$ cat config.mk
export PLATFORM = sky130hd
export DESIGN_NAME = regop_unit
export DESIGN_NICKNAME = d
export VERILOG_FILES = /design/src/rtl/regop_pkg.sv /design/src/rtl/regop_decode.sv /design/src/rtl/regop_datapath.sv /design/src/rtl/regop_unit.sv
export SDC_FILE = /design/constraint.sdc
export NUM_CORES = 1
export LEC_CHECK = 0
export BUFFER_PORTS_ARGS = -buffer_cell sky130_fd_sc_hd__buf_2
export CAP_MARGIN = 30
export CELL_PAD_IN_SITES_DETAIL_PLACEMENT = 0
export CELL_PAD_IN_SITES_GLOBAL_PLACEMENT = 2
export CORE_MARGIN = 3
export CORE_UTILIZATION = 28
export DETAILED_ROUTE_END_ITERATION = 16
export PLACE_DENSITY_LB_ADDON = 0.2
export SLEW_MARGIN = 25
export SYNTH_ARGS = -nofsm -noshare
export SYNTH_HDL_FRONTEND = slang
export SYNTH_SLANG_ARGS = --single-unit
$ cat constraint.sdc
create_clock -name clk -period 4.3 [get_ports clk]
set_input_delay 0.215 -clock clk [delete_from_list [all_inputs] [get_ports clk]]
set_output_delay 0.215 -clock clk [all_outputs]
set_load 0.02 [all_outputs]
$ cat src/rtl/regop_pkg.sv
package regop_pkg;
  localparam int DW    = 16;
  localparam int HW    = DW / 2;
  localparam int OPC_W = 10;
  localparam int RA_W  = 3;
  localparam int CYC_W = 4;

  typedef enum logic [4:0] {
    K_ILL, K_INC, K_DEC, K_COM, K_NEG, K_ADC, K_GSW, K_RSW,
    K_SWP, K_SLL, K_RLC, K_NOP, K_CLRC, K_SETC, K_EIS, K_DIS, K_SDBD
  } op_kind_e;

  typedef struct packed {
    logic s;
    logic z;
    logic o;
    logic c;
  } flags_t;

  typedef struct packed {
    op_kind_e              kind;
    logic [RA_W-1:0]       ridx;
    logic                  dbl;
    logic                  wr;
    logic [CYC_W-1:0]      cyc;
  } dec_t;
endpackage

$ cat src/rtl/regop_decode.sv
module regop_decode
  import regop_pkg::*;
(
  input  logic [OPC_W-1:0] opcode,
  output dec_t             dec
);
  localparam logic [CYC_W-1:0] CYC_CTL = CYC_W'(4);
  localparam logic [CYC_W-1:0] CYC_REG = CYC_W'(6);
  localparam logic [CYC_W-1:0] CYC_DBL = CYC_W'(8);

  logic [RA_W-1:0] r_wide;
  logic [RA_W-1:0] r_narrow;

  assign r_wide   = opcode[RA_W-1:0];
  assign r_narrow = {1'b0, opcode[1:0]};

  always_comb begin
    dec.kind = K_ILL;
    dec.ridx = r_wide;
    dec.dbl  = 1'b0;
    dec.wr   = 1'b0;
    dec.cyc  = '0;
    if (opcode[OPC_W-1:7] == '0) begin
      case (opcode[6:3])
        4'h0: begin
          dec.cyc = CYC_CTL;
          case (opcode[2:0])
            3'd1:    dec.kind = K_SDBD;
            3'd2:    dec.kind = K_EIS;
            3'd3:    dec.kind = K_DIS;
            3'd6:    dec.kind = K_CLRC;
            3'd7:    dec.kind = K_SETC;
            default: begin
              dec.kind = K_ILL;
              dec.cyc  = '0;
            end
          endcase
        end
        4'h1: begin dec.kind = K_INC; dec.wr = 1'b1; dec.cyc = CYC_REG; end
        4'h2: begin dec.kind = K_DEC; dec.wr = 1'b1; dec.cyc = CYC_REG; end
        4'h3: begin dec.kind = K_COM; dec.wr = 1'b1; dec.cyc = CYC_REG; end
        4'h4: begin dec.kind = K_NEG; dec.wr = 1'b1; dec.cyc = CYC_REG; end
        4'h5: begin dec.kind = K_ADC; dec.wr = 1'b1; dec.cyc = CYC_REG; end
        4'h6: begin
          if (!opcode[2]) begin
            dec.kind = K_GSW;
            dec.ridx = r_narrow;
            dec.wr   = 1'b1;
            dec.cyc  = CYC_REG;
          end else if (!opcode[1]) begin
            dec.kind = K_NOP;
            dec.cyc  = CYC_REG;
          end
        end
        4'h7: begin dec.kind = K_RSW; dec.cyc = CYC_REG; end
        4'h8, 4'h9, 4'hA: begin
          dec.kind = (opcode[6:3] == 4'h8) ? K_SWP :
                     (opcode[6:3] == 4'h9) ? K_SLL : K_RLC;
          dec.ridx = r_narrow;
          dec.dbl  = opcode[2];
          dec.wr   = 1'b1;
          dec.cyc  = opcode[2] ? CYC_DBL : CYC_REG;
        end
        default: dec.kind = K_ILL;
      endcase
    end
  end
endmodule

$ cat src/rtl/regop_datapath.sv
module regop_datapath
  import regop_pkg::*;
(
  input  op_kind_e        kind,
  input  logic            dbl,
  input  logic [DW-1:0]   operand,
  input  flags_t          fin,
  output logic [DW-1:0]   result,
  output flags_t          fout
);
  logic [DW-1:0] add_a;
  logic [DW-1:0] add_b;
  logic [DW:0]   sum;
  logic          add_ovf;
  logic [DW-1:0] swp_res;
  logic [3:0]    nib;

  assign add_a   = (kind == K_NEG) ? ~operand : operand;
  assign add_b   = (kind == K_NEG) ? DW'(1) : DW'(fin.c);
  assign sum     = {1'b0, add_a} + {1'b0, add_b};
  assign add_ovf = (add_a[DW-1] == add_b[DW-1]) && (sum[DW-1] != add_a[DW-1]);
  assign nib     = {fin.s, fin.z, fin.o, fin.c};

  generate
    if (DW % 2 == 0) begin : g_swap
      assign swp_res = dbl ? {operand[HW-1:0], operand[HW-1:0]}
                           : {operand[HW-1:0], operand[DW-1:HW]};
    end else begin : g_swap_odd
      assign swp_res = operand;
    end
  endgenerate

  always_comb begin
    result = operand;
    fout   = fin;
    case (kind)
      K_INC: result = operand + DW'(1);
      K_DEC: result = operand - DW'(1);
      K_COM: result = ~operand;
      K_NEG, K_ADC: begin
        result = sum[DW-1:0];
        fout.c = sum[DW];
        fout.o = add_ovf;
      end
      K_GSW: begin
        result = '0;
        result[DW-1 -: 4] = nib;
        result[HW-1 -: 4] = nib;
      end
      K_RSW: begin
        fout.c = operand[HW-1];
        fout.o = operand[HW-2];
        fout.z = operand[HW-3];
        fout.s = operand[HW-4];
      end
      K_SWP: result = swp_res;
      K_SLL: result = dbl ? {operand[DW-3:0], 2'b00} : {operand[DW-2:0], 1'b0};
      K_RLC: begin
        fout.c = operand[DW-1];
        if (dbl) begin
          result = {operand[DW-3:0], fin.c, fin.o};
          fout.o = operand[DW-2];
        end else begin
          result = {operand[DW-2:0], fin.c};
        end
      end
      K_CLRC: fout.c = 1'b0;
      K_SETC: fout.c = 1'b1;
      default: result = operand;
    endcase
    case (kind)
      K_INC, K_DEC, K_COM, K_NEG, K_ADC, K_SLL, K_RLC: begin
        fout.s = result[DW-1];
        fout.z = (result == '0);
      end
      K_SWP: begin
        fout.s = result[HW-1];
        fout.z = (result == '0);
      end
      default: ;
    endcase
  end
endmodule

$ cat src/rtl/regop_unit.sv
module regop_unit
  import regop_pkg::*;
(
  input  logic             clk,
  input  logic             rst_n,
  input  logic             op_valid,
  output logic             op_ready,
  input  logic [OPC_W-1:0] opcode,
  output logic [RA_W-1:0]  rf_raddr,
  input  logic [DW-1:0]    rf_rdata,
  output logic             rf_we,
  output logic [RA_W-1:0]  rf_waddr,
  output logic [DW-1:0]    rf_wdata,
  output logic             done,
  output logic [CYC_W-1:0] done_cycles,
  output logic             illegal,
  output logic             flag_s,
  output logic             flag_z,
  output logic             flag_o,
  output logic             flag_c,
  output logic             intr_en,
  output logic             dbl_data
);
  logic             busy_q;
  logic [OPC_W-1:0] op_q;
  flags_t           flg_q;
  flags_t           flg_nx;
  logic             intr_q;
  logic             dbl_q;
  dec_t             dec;
  logic [DW-1:0]    res;

  regop_decode u_dec (
    .opcode (op_q),
    .dec    (dec)
  );

  regop_datapath u_dp (
    .kind    (dec.kind),
    .dbl     (dec.dbl),
    .operand (rf_rdata),
    .fin     (flg_q),
    .result  (res),
    .fout    (flg_nx)
  );

  always_ff @(posedge clk) begin
    if (!rst_n) begin
      busy_q <= 1'b0;
      op_q   <= '0;
      flg_q  <= '0;
      intr_q <= 1'b0;
      dbl_q  <= 1'b0;
    end else if (busy_q) begin
      busy_q <= 1'b0;
      flg_q  <= flg_nx;
      dbl_q  <= (dec.kind == K_SDBD);
      if (dec.kind == K_EIS) intr_q <= 1'b1;
      if (dec.kind == K_DIS) intr_q <= 1'b0;
    end else if (op_valid) begin
      busy_q <= 1'b1;
      op_q   <= opcode;
    end
  end

  assign op_ready    = !busy_q;
  assign done        = busy_q;
  assign rf_raddr    = dec.ridx;
  assign rf_waddr    = dec.ridx;
  assign rf_wdata    = res;
  assign rf_we       = busy_q && dec.wr;
  assign done_cycles = busy_q ? dec.cyc : '0;
  assign illegal     = busy_q && (dec.kind == K_ILL);
  assign flag_s      = flg_q.s;
  assign flag_z      = flg_q.z;
  assign flag_o      = flg_q.o;
  assign flag_c      = flg_q.c;
  assign intr_en     = intr_q;
  assign dbl_data    = dbl_q;
endmodule

Word-level counts from Yosys, hierarchy flattened

Index checks and enable logic that the tools add are counted.
W data, S select, Z words.

Add/sub/neg operators: 3
Equal/unequal tests: 33
Mux-type cells: 32
Bitwise gates (word level): 3
Reduce and logical (&&, ||, !) cells: 24

Operators by type and width:

| kind                    | number |
|---|---|
| $pmux W16 S8            | 1 |
| $mux W16                | 3 |
| $pmux W5 S9             | 1 |
| $eq A5 B4 Y1 const B    | 7 |
| $pmux W5 S5             | 1 |
| $eq A5 B3 Y1 const B    | 4 |
| $mux W4                 | 5 |
| $add A16 B16 Y17        | 1 |
| $add A16 B1 Y16 const B | 1 |
| $eq A4 B3 Y1 const B    | 4 |
| $logic_not A16 Y1       | 1 |
| $not A16 Y16            | 1 |
| $pmux W4 S4             | 1 |
| $sub A16 B1 Y16 const B | 1 |
| $mux W14                | 1 |
| $eq A4 B4 Y1 const B    | 3 |
| $eq A5 B2 Y1 const B    | 2 |
| $mux W3                 | 3 |
| $eq A4 B2 Y1 const B    | 2 |
| $mux W8                 | 1 |
| $reduce_and A2 Y1       | 4 |
| $reduce_or A8 Y1        | 1 |
| $mux W1                 | 7 |
| $reduce_or A7 Y1        | 1 |
| 30 further kinds        | 38 |

Register bits after elaboration: 17
Input port bits: 29
Output and inout bits: 36

Longest topological paths before layout

Gate-level depths: netlist of run 1.

Depth after elaboration: 11
Gate-level depth with buffers: 19

Hierarchy

Synthesis of run 1 repeated with hierarchy kept, for this count alone.

Cells, all modules: 579
Area, all modules: 4026.4 sq um

Modules (own cells, without submodules):

| module         | instances | cells an instance | area each (sq um) | seq. area each (sq um) |
|---|---|---|---|---|
| regop_datapath | 1         | 446               | 2995.4            | 0.0 |
| regop_unit     | 1         | 80                | 673.1             | 340.3 |
| regop_decode   | 1         | 53                | 357.8             | 0.0 |

Worst setup path after synthesis of run 1

OpenSTA, ideal clock, no wires.

Path type: reg2reg
From: register op_q[3]
To: register flg_q, in the netlist flag_z
Data arrival time: 4651 ps
Data required time: 4203 ps
Slack: -448 ps
Stages on the path, launching flop included: 17
Clock period less this slack: 4748 ps
Path through: dfxtp_1 -> buf_4 -> nand3b_1 -> a221o_1 -> or4_1 -> inv_1 -> ha_1 -> nor2b_1 -> o31a_1 -> o21ai_0 -> nand2b_1 -> xnor2_1 -> o221ai_1 -> a211o_1 -> or4_1 -> or4_1 -> o41ai_2

Cells in the longest elaborated chain, start to end: 11
Elaborated cells between the ends (all ways): 40
Those cells by class: 1 x add/sub; 20 x eq/ne; 12 x mux; 7 x reduce/logical

Ends and longest elaborated chain:

| what                                       | line                                                             | source |
|---|---|---|
| from (decl)                                | regop_unit.sv:25                                                 | `logic [OPC_W-1:0] op_q;` |
| from (signal assigned)                     | regop_unit.sv:62                                                 | `op_q <= opcode;` |
| $eq A4 B4 Y1                               | regop_decode.sv:24, regop_decode.sv:58                           |  |
| $mux W2                                    | regop_decode.sv:58                                               | `(opcode[6:3] == 4'h9) ? K_SLL : K_RLC;` |
| $mux W5                                    | regop_decode.sv:57                                               | `dec.kind = (opcode[6:3] == 4'h8) ? K_SWP :` |
| $pmux W5 S9                                | regop_decode.sv:24                                               | `case (opcode[6:3])` |
| $mux W14 *                                 | regop_decode.sv:23                                               | `if (opcode[OPC_W-1:7] == '0) begin` |
| $eq A5 B3 Y1                               | regop_datapath.sv:18, regop_datapath.sv:19, regop_datapath.sv:36 |  |
| $mux W16 / $mux W1 (equally long branches) | regop_datapath.sv:18, regop_datapath.sv:19                       |  |
| $add A16 B16 Y17                           | regop_datapath.sv:20                                             | `assign sum = {1'b0, add_a} + {1'b0, add_b};` |
| $pmux W16 S8 *                             | regop_datapath.sv:36                                             | `case (kind)` |
| named net rf_wdata[6]                      | regop_unit.sv:13                                                 | `output logic [DW-1:0] rf_wdata,` |
| $logic_not A16 Y1 *                        | regop_datapath.sv:74, regop_datapath.sv:78                       |  |
| $pmux W2 S2 *                              | regop_datapath.sv:71                                             | `case (kind)` |
| to (signal assigned)                       | regop_unit.sv:56                                                 | `flg_q <= flg_nx;` |
| to (decl)                                  | regop_unit.sv:26                                                 | `flags_t flg_q;` |

Mark *: on every way through the listed nets, which the timed path passes. The rest lies on a longest branch.
A chain may end at the register's enable or synchronous reset.

Final worst setup path of run 1

From: register op_q[4]
To: register flg_q, in the netlist flag_z

Cells in the longest elaborated chain, start to end: 11
Elaborated cells between the ends (all ways): 40
Those cells by class: 1 x add/sub; 20 x eq/ne; 12 x mux; 7 x reduce/logical

Ends and longest elaborated chain:

| what                                       | line |
|---|---|
| $eq A4 B4 Y1                               | regop_decode.sv:24, regop_decode.sv:58 |
| $mux W2                                    | regop_decode.sv:58 |
| $mux W5                                    | regop_decode.sv:57 |
| $pmux W5 S9                                | regop_decode.sv:24 |
| $mux W14 *                                 | regop_decode.sv:23 |
| $eq A5 B3 Y1                               | - |
| $mux W16 / $mux W1 (equally long branches) | regop_datapath.sv:18, regop_datapath.sv:19 |
| $add A16 B16 Y17                           | regop_datapath.sv:20 |
| $pmux W16 S8                               | regop_datapath.sv:36 |
| $logic_not A16 Y1                          | regop_datapath.sv:74, regop_datapath.sv:78 |
| $pmux W2 S2                                | regop_datapath.sv:71 |

Mark *: on every way between the ends. The rest lies on a longest branch, timed or not.

==> run_results.csv, run 1 <==
group,metric,value,unit
floorplanning,die_x,119,um
sta,report.final.hold_viol_count,0,
pwr,leakage,2.06,nW
pwr,finalPower,0.00113,W
sta,tightestPinTransition,983,ps
clock_tree,cts.sinks,17,
placed_design,dp_hpwl,12900,um
layout,antennaDiodeCount,0,
sta,layout_setup_ws,-103,ps
pwr,switchingPower,0.000521,W
sta,setup_viol,1,
pwr,max-vdd-ir-drop,0.157,mV
layout,layout-drive-gt1-share,0.325,
routing,drc,0,
critical_path,crit_path_top_delay_cell,"or4_4",
critical_path,path_cells,"buf_6, or3b_4, a32oi_4, nor3_4, xnor2_1, ha_2, buf_4, buf_4, ha_4, xnor2_2, a221oi_2, o211ai_1, a211o_1, or3b_1, or4_4, or4_4, o41ai_2",
pwr,combinationalPowerShare,0.653,
sta,whs,185,ps
synthesis,synth-edff-count,0,
pwr,powerDensity,229,nW/um^2
grt,grt_pass1_vias,4626,
floorplanning,rows,40,
placed_design,io_buffers,63,
synthesis,synth.avg_cell_area,6.65,um^2
grt,overflow,0,
clock_tree,clk_pin_slew,70,ps
grt,use_met2,0.347,
sta,skew,8.19,ps
flow_run,max-cap-violations,0,
critical_path,cp.required,4470,ps
clock_tree,cts_made_buffers,3,
grt,use_met1,0.327,
pwr,power.internal,0.000605,W
clock_tree,max-clock-path-buffers,2,
grt,grt_pass1_wl,26000,um
placed_design,place_area,4520,um^2
critical_path,cp.arrival,4580,ps
layout,utilization,0.401,
synthesis,synth.distinct_cells,78,
placed_design,dp.cells,803,
layout,final_cell_area,4910,um^2
synthesis,syn-num-nets,588,
pwr,swShare,0.463,
min_path,hold_path_class,"input pin to flip-flop",
clock_tree,htreeDepth,1,
pwr,p_clk_frac,0.189,
synthesis,ys_seq_elements,17,
layout,layout_common_cells,"nand2_1, buf_4, buf_2",
synthesis,ys_warn_count,0,
grt,top_usage_layer,"met2",
synthesis,ys.flop_type,"dfxtp_1",
routing,drtIter0Drc,511,
critical_path,crit_fanout,8,
grt,gr-usage-met3,0.0499,
sta,relSlewSlack,0.343,
floorplanning,die-area,14200,um^2
outcome,violations,"setup timing",
clock_tree,clock_latency,260,ps
floorplanning,top_level_ports,65,
pwr,sequentialPowerShare,0.158,
routing,vias,4822,
critical_path,worstSetupStartpointType,"flip-flop",
outcome,outcome,"complete, but fails checks",
layout,final_net_count,703,
routing,dr.pass1.iters,5,
synthesis,netlist_area,3600,um^2
critical_path,endpoint_kind,"flip-flop",
synthesis,syn_inst,541,
layout,fin_cells,823,
layout,areaGrowthSynthToFinish,36.6,%
placed_design,place.gp.congestion,0.945,
sta,fmax,227,MHz
synthesis,ys_seq_area_frac,0.0946,
clock_tree,hold_buffers,0,
sta,post-route-period-util,1.02,
routing,antenna_left,0,
sta,rsz0062_at_grt,"true",
clock_tree,cts_root_buf,"clkbuf_16",
critical_path,worstSetupPathType,"flip-flop to flip-flop",
floorplanning,initial_core_util,0.293,
sta,slew_violations,0,
clock_tree,cts_tree,"yes",
synthesis,async_reset_ff_frac,0,
floorplanning,die_h,119,um
routing,totalWireLength,16800,um
routing,wl_per_cell,20.4,um
grt,antenna_found_initial,0,
critical_path,max_stage_delay,520,ps
grt,grt_usage,0.229,
sta,period_minus_slack,4400,ps
routing,viasPerCell,5.86,
grt,grt_max_degree,18,
floorplanning,coreArea,12300,um^2
## worst paths after layout
kind              endpoint  depth (start not counted)  slack [ps]  startpoint
setup / recovery    flag_z                         17        -100     op_q[4]
hold / removal     op_q[2]                          3         180   opcode[2]
setup reg to reg    flag_z                         17        -100     op_q[4]
hold reg to reg   dbl_data                          2         480    dbl_data
## sequential cells by signal, indices dropped and copies added (netlist names)
signal    count
dbl_data      1
done          1
flag_c        1
flag_o        1
flag_s        1
flag_z        1
intr_en       1
op_q         10
## cell families after synthesis
group,synth area share
AOI/OAI and AO/OA,0.399
and+or+nand+nor,0.302
buffers and inverters,0.0776
DFF,0.0946
xor gates and xnor gates,0.0390
other,0.00104
muxes,0.0223
adders and majority gates,0.0647
## timing repair
item                       4_1_cts  5_1_grt
hold endpoints to repair         0        0
gates cloned                     0        0
setup endpoints to repair        4        7
gates resized for setup         24       27
pin swaps                        9       13
setup buffers                   12        5
## layout make-up
type / instances / area (um^2)
Fill cell: 1303 / 7350
Multi-Input combinational cell: 465 / 3160
Timing Repair Buffer: 153 / 1050
Sequential cell: 17 / 352
Tap cell: 168 / 210
Clock buffer: 3 / 75.1
Inverter: 16 / 65.1
Clock inverter: 1 / 7.51
## power by group through the flow
stage          clock, W  combinational, W  sequential [W]
3_3_place_gp          0          0.000657        0.000181
4_1_cts        0.000212          0.000700        0.000177
6_report       0.000213          0.000735        0.000178
3_5_place_dp          0          0.000656        0.000181
5_1_grt        0.000218          0.000795        0.000179
2_1_floorplan         0          0.000412        0.000177
## metal layers
metal | wire [um] | share of wire
met1 | 7550 | 0.45
met2 | 7310 | 0.43
met3 | 1580 | 0.094
met4 | 376 | 0.022
met5 | 0 | 0
## cell usage after synthesis, types with 3 or more instances
| cell type | number | area [um^2] |
|---|---|---|
| inv_1 | 16 | 60.1 |
| or3_1 | 6 | 37.5 |
| o21a_1 | 3 | 22.5 |
| nand2b_1 | 11 | 68.8 |
| xor2_1 | 4 | 35.0 |
| nand4_1 | 8 | 50.1 |
| nor4_1 | 4 | 25.0 |
| clkbuf_1 | 23 | 86.3 |
| mux2i_1 | 8 | 80.1 |
| nor2_1 | 36 | 135 |
| nand2_1 | 79 | 297 |
| and2_1 | 4 | 25.0 |
| a31oi_1 | 6 | 37.5 |
| nor2b_1 | 8 | 50.1 |
| buf_4 | 9 | 67.6 |
| a21oi_1 | 57 | 285 |
| or4_1 | 6 | 45.0 |
| o221ai_1 | 5 | 43.8 |
| xnor2_1 | 12 | 105 |
| a211o_1 | 5 | 43.8 |
| o211ai_1 | 17 | 128 |
| buf_2 | 7 | 35.0 |
| a2111oi_0 | 4 | 35.0 |
| a21o_1 | 7 | 52.6 |
| o22ai_1 | 3 | 18.8 |
| o21ai_0 | 42 | 210 |
| nor3_1 | 10 | 50.1 |
| nand3_2 | 3 | 30.0 |
| a2111o_1 | 3 | 33.8 |
| a21boi_0 | 5 | 37.5 |
| nand3b_1 | 4 | 30.0 |
| a22o_1 | 3 | 26.3 |
| a311oi_1 | 3 | 26.3 |
| nand3_1 | 18 | 90.1 |
| and3_1 | 5 | 31.3 |
| ha_1 | 17 | 213 |
| dfxtp_1 | 17 | 340 |
| a211oi_1 | 7 | 52.6 |
| or2_2 | 3 | 18.8 |
| a221oi_1 | 5 | 43.8 |
## through the flow
stage          setup slack, ps  setup TNS [ps]
6_report                  -103            -103
5_1_grt                   -245            -476
4_1_cts                  -82.3            -163
3_5_place_dp              -275            -275
3_3_place_gp              -264            -264
2_1_floorplan            -30.8           -30.8
## worst max-delay path, delay by kind of cell (launching register included)
| family | cells | cell delay [ps] |
|---|---|---|
| simple gates | 5 | 1820 |
| compound gates | 5 | 1100 |
| buf+inv | 3 | 380 |
| flops | 1 | 370 |
| fa+ha+maj | 2 | 370 |
| xor+xnor | 2 | 280 |
(Power assumes the default switching activity.)
==> run 2: changes to the inputs <==
- ABC_AREA: default -> 1
- CORE_UTILIZATION: 28 -> 26
==> run_results.csv, run 2 <==
group,metric,value,unit
outcome,outcome,"finished clean",
pwr,leakage,2.11,nW
sta,period_minus_slack,3980,ps
clock_tree,max-clock-path-buffers,2,
sta,layout_setup_ws,319,ps
min_path,hold_path_class,"input pin to flip-flop",
clock_tree,cts_made_buffers,3,
layout,final_net_count,765,
routing,viasPerCell,5.13,
layout,layout_common_cells,"nand2_1, nor2_1, inv_1",
layout,antennaDiodeCount,0,
clock_tree,cts.sinks,17,
grt,grt_usage,0.202,
layout,areaGrowthSynthToFinish,16.2,%
placed_design,io_buffers,63,
synthesis,syn_inst,660,
critical_path,cp.arrival,3770,ps
grt,antenna_found_initial,0,
synthesis,synth.most_common_cell,"nand2_1",
clock_tree,clock_latency,260,ps
layout,largest_reg_flops,10,
layout,layout_commonest_cell,"nand2_1",
synthesis,ys_seq_area_frac,0.0937,
synthesis,async_reset_ff_frac,0,
sta,slew_violations,0,
layout,top_register,"op_q",
clock_tree,cts_root_buf,"clkbuf_16",
routing,drtIter0Drc,344,
routing,dr.pass1.iters,5,
synthesis,synth.avg_cell_area,5.51,um^2
routing,totalWireLength,16000,um
critical_path,crit_fanout,12,
sta,tightestPinTransition,559,ps
synthesis,synth-edff-count,0,
floorplanning,die-area,15400,um^2
floorplanning,die_x,124,um
layout,final_cell_area,4220,um^2
pwr,finalPower,0.00105,W
synthesis,synth.top_cell.area_share,0.175,
synthesis,ys.flop_type,"dfxtp_1",
sta,skew,4.04,ps
sta,post-route-period-util,0.926,
sta,setup_viol,0,
grt,grt_pass1_vias,4549,
synthesis,netlist_area,3630,um^2
synthesis,synth_largest_area_cell,"nand2_1",
sta,report.final.hold_viol_count,0,
placed_design,place.gp.congestion,0.885,
sta,setup-tns-final,0,ps
critical_path,worstSetupPathType,"flip-flop to output port",
synthesis,ys_seq_elements,17,
flow_run,max-cap-violations,0,
floorplanning,die_h,124,um
critical_path,critical_path.top_delay_family,"simple AND/OR/NAND/NOR gates",
routing,antenna_left,0,
synthesis,synth_common_cells,"nand2_1, nor2_1, inv_1, a21oi_1, o21ai_0",
layout,multi_input_area,2880,um^2
critical_path,endpoint_kind,"output port",
synthesis,syn-num-nets,707,
critical_path,worstSetupStartpointType,"flip-flop",
critical_path,path_cells,"nor2_1, nand2_1, inv_2, nand2_2, nor2_8, nand3_4, xor2_1, ha_1, nand3_1, nor2_4, nand3_1, nor2_1, nand3_1, nor2_1, ha_1, o221ai_1, nor2_1, nand3_1, o21ai_1, inv_1, buf_2",
sta,relSlewSlack,0.626,
pwr,powerDensity,248,nW/um^2
critical_path,cp.required,4090,ps
floorplanning,initial_core_util,0.270,
layout,layout-drive-gt1-share,0.190,
floorplanning,rows,42,
synthesis,ys_warn_count,0,
placed_design,dp_hpwl,13400,um
clock_tree,htreeDepth,1,
critical_path,path_buf_inv,3,
layout,fillerInstances,1631,
placed_design,place_area,4120,um^2
routing,wl_per_cell,17.9,um
placed_design,pre_cts_ws,178,ps
floorplanning,coreArea,13500,um^2
routing,vias,4583,
critical_path,max_stage_delay,310,ps
routing,drc,0,
clock_tree,cts_tree,"yes",
floorplanning,top_level_ports,65,
synthesis,synth_area_leaders,"nand2_1, nor2_1, dfxtp_1",
grt,grt_max_degree,21,
pwr,max-vdd-ir-drop,0.136,mV
synthesis,synth.distinct_cells,47,
grt,grt_pass1_wl,25400,um
critical_path,crit_path_top_delay_cell,"dfxtp_1",
layout,ff_latch_area,347,um^2
clock_tree,cts_setup_buffers,0,
sta,fmax,251,MHz
clock_tree,clk_pin_slew,50,ps
grt,overflow,0,
-- run 2: area by class of cell --
cell class | count | area share
repair buffers | 71 | 0.0889
clock buffers | 4 | 0.0187
flip-flops and latches | 17 | 0.0821
inverters | 84 | 0.0753
well taps | 176 | 0.0522
multi-input cells | 541 | 0.683
-- run 2: through the flow --
stage,hold slack (ps),util,cells
global placement,445,0.306,889
detailed placement,451,0.306,889
CTS,224,0.312,893
floorplan,353,-,660
global route,260,0.314,893
finish,215,0.314,893
-- run 2: worst reg2reg max path: cells and delay by family, from the launching register on --
family / cells / cell delay [ps]
and+or+nand+nor: 16 / 2370
buffers and inverters: 1 / 170
adders and majority gates: 2 / 350
AOI/OAI and AO/OA: 3 / 430
xor gates and xnor gates: 1 / 190
DFF: 1 / 310
-- run 2: worst paths after layout --
kind	slack, ps	end	cells after the start	start
worst max-delay path	320	rf_wdata[15]	21	op_q[9]
worst min-delay path	220	op_q[7]	3	opcode[7]
worst min register to register	460	op_q[8]	2	op_q[8]
worst max register to register	420	flag_z	23	op_q[9]
-- run 2: power by group --
group	internal, W	switching [W]
clock network	0.000126	0.0000716
logic	0.000200	0.000465
registers	0.000169	0.0000135
-- run 2: repair_timing --
action	in CTS	in global routing
gates resized for setup	0	14
hold buffers	0	0
endpoints found under the setup margin	0	12
-- run 2: cell families after synthesis --
family,after synthesis,synth area share
simple gates,382,0.491
compound gates,126,0.196
buf+inv,102,0.119
fa+ha+maj,18,0.0640
flops,17,0.0937
xor+xnor,14,0.0358
other cells,1,0.00103
-- run 2: layer usage --
layer | GRT usage | vias to the layer above | wire, um
met5 | 0 | - | 0
li1 | - | 2295 | -
met3 | 0.0163 | 22 | 833
met4 | 0.0471 | 0 | 316
met1 | 0.274 | 2120 | 7230
met2 | 0.348 | 146 | 7570
==> run 3: changes to the inputs <==
--- a/config.mk
+++ b/config.mk
@@ -6,5 +6,4 @@
 export NUM_CORES = 1
 export LEC_CHECK = 0
-export ABC_AREA = 1
 export BUFFER_PORTS_ARGS = -buffer_cell sky130_fd_sc_hd__buf_2
 export CAP_MARGIN = 30
@@ -12,5 +11,5 @@
 export CELL_PAD_IN_SITES_GLOBAL_PLACEMENT = 2
 export CORE_MARGIN = 3
-export CORE_UTILIZATION = 26
+export CORE_UTILIZATION = 28
 export DETAILED_ROUTE_END_ITERATION = 16
 export PLACE_DENSITY_LB_ADDON = 0.2
==> constraint.sdc (replaced) <==
create_clock -name clk -period 4.3 [get_ports clk]
set_input_delay 0.43 -clock clk [delete_from_list [all_inputs] [get_ports clk]]
set_output_delay 0.43 -clock clk [all_outputs]
set_load 0.02 [all_outputs]
==> run_results.csv, run 3 (same netlist as run 1, synthesis figures left out) <==
group,metric,value,unit
clock_tree,htreeDepth,1,
sta,tightestPinTransition,663,ps
grt,antenna_found_initial,1,
clock_tree,clk_pin_slew,60,ps
floorplanning,die_h,119,um
routing,totalWireLength,17100,um
floorplanning,die_x,119,um
pwr,leakage,2.17,nW
layout,ff_latch_area,353,um^2
layout,utilization,0.422,
grt,grt_pass1_wl,26400,um
pwr,p_clk_frac,0.176,
min_path,hold_path_class,"input pin to flip-flop",
critical_path,worstSetupStartpointType,"flip-flop",
routing,wl_met1,7610,um
sta,post-route-period-util,1.03,
clock_tree,max-clock-path-buffers,2,
floorplanning,coreArea,12300,um^2
routing,drc,0,
pwr,combinationalPowerShare,0.673,
clock_tree,cts_made_buffers,3,
routing,drtIter0Drc,454,
routing,vias,4897,
routing,wl_met2,7550,um
grt,grt_usage,0.231,
grt,grt_pass1_vias,4659,
critical_path,endpoint_kind,"flip-flop",
layout,areaGrowthSynthToFinish,44.1,%
clock_tree,cts.sinks,17,
sta,fmax,226,MHz
sta,relSlewSlack,0.553,
sta,slew_violations,0,
placed_design,place_area,4610,um^2
layout,final_cell_area,5180,um^2
sta,rsz0062_at_grt,"true",
sta,setup_viol,1,
critical_path,cp.required,4470,ps
routing,dr.pass1.iters,5,
sta,skew,4.68,ps
floorplanning,rows,40,
grt,overflow,0,
layout,top_register,"op_q",
flow_run,max-cap-violations,0,
layout,multi_input_area,3270,um^2
pwr,max-vdd-ir-drop,0.137,mV
layout,layout-drive-gt1-share,0.380,
placed_design,dp_hpwl,13100,um
layout,fillerInstances,1306,
pwr,sequentialPowerShare,0.150,
routing,viasPerCell,5.82,
floorplanning,die-area,14200,um^2
routing,maxUsedRoutingLayer,"met5",
floorplanning,initial_core_util,0.293,
critical_path,crit_fanout,7,
routing,wl_met3,1530,um
clock_tree,clock_latency,260,ps
placed_design,io_buffers,63,
outcome,outcome,"complete, but fails checks",
critical_path,cp.arrival,4580,ps
layout,layout_commonest_cell,"buf_4",
layout,largest_reg_flops,10,
clock_tree,cts_tree,"yes",
layout,antennaDiodeCount,0,
placed_design,place.gp.congestion,0.976,
routing,wl_per_cell,20.3,um
clock_tree,cts_root_buf,"clkbuf_16",
routing,antenna_left,0,
pwr,switchingPower,0.000540,W
pwr,swShare,0.456,
outcome,violations,"setup timing",
layout,layout_common_cells,"buf_4, nand2_1, buf_2",
pwr,powerDensity,228,nW/um^2
critical_path,worstSetupPathType,"flip-flop to flip-flop",
layout,final_net_count,721,
sta,report.final.hold_viol_count,0,
pwr,power.internal,0.000643,W
sta,period_minus_slack,4420,ps
grt,grt_max_degree,18,
sta,layout_setup_ws,-117,ps
floorplanning,top_level_ports,65,
-- run 3: path summary, 6_finish.rpt --
| check | depth (start not counted) | startpoint | slack [ps] | endpoint |
|---|---|---|---|---|
| setup / recovery | 17 | op_q[4] | -120 | flag_z |
| hold / removal | 3 | opcode[4] | 400 | op_q[4] |
| setup reg to reg | 17 | op_q[4] | -120 | flag_z |
| hold reg to reg | 2 | dbl_data | 460 | dbl_data |
-- run 3: worst max-delay path: stages (launching register included) --
cell      delay (ps)
dfxtp_4          370
buf_6            120
or3b_4           420
a32oi_4          240
nor3_4            90
xnor2_2          130
ha_2             240
buf_6            130
nand2b_4          50
or3_4            350
nor2_4           120
nor3_2            50
a221oi_2         290
nand4_1          200
a2111o_1         360
or4_4            520
or4_4            430
o41ai_2          200
-- run 3: metrics by stage --
step | hold slack [ps] | TNS, ps | cells | power (W) | setup slack [ps]
global placement | 445 | -238 | 815 | 0.000853 | -238
detailed placement | 447 | -330 | 816 | 0.000854 | -266
CTS | 396 | -144 | 837 | 0.00111 | -55.8
finish | 396 | -117 | 841 | 0.00118 | -117
global route | 416 | -789 | 841 | 0.00125 | -183
floorplan | 475 | -30.8 | 541 | 0.000589 | -30.8
-- run 3: cell type report --
type                    instances  share of cell area
repair buffers                171               0.231
inverters                      16              0.0130
multi-input cells             465               0.632
well taps                     168              0.0406
clock inverters                 1             0.00145
clock buffers                   3              0.0145
flip-flops and latches         17              0.0681
-- run 3: routing by layer --
metal,vias up,track usage
met3,44,0.0541
met2,257,0.355
met1,2289,0.330
met5,-,0
met4,2,0.0465
li1,2305,-
-- run 3: power by group through the flow --
stage | clock network (W) | registers [W] | logic, W
after floorplan | 0 | 0.000177 | 0.000412
after global placement | 0 | 0.000181 | 0.000672
after detailed placement | 0 | 0.000181 | 0.000673
after CTS | 0.000211 | 0.000177 | 0.000717
after global routing | 0.000217 | 0.000179 | 0.000858
final | 0.000209 | 0.000178 | 0.000796
-- run 3: timing repair --
item / 4_1_cts / 5_1_grt
endpoints found under the hold margin: 0 / 0
gates resized for setup: 35 / 53
hold buffers: 0 / 0
setup buffers: 17 / 10
setup endpoints to repair: 6 / 10
pin swaps: 8 / 34
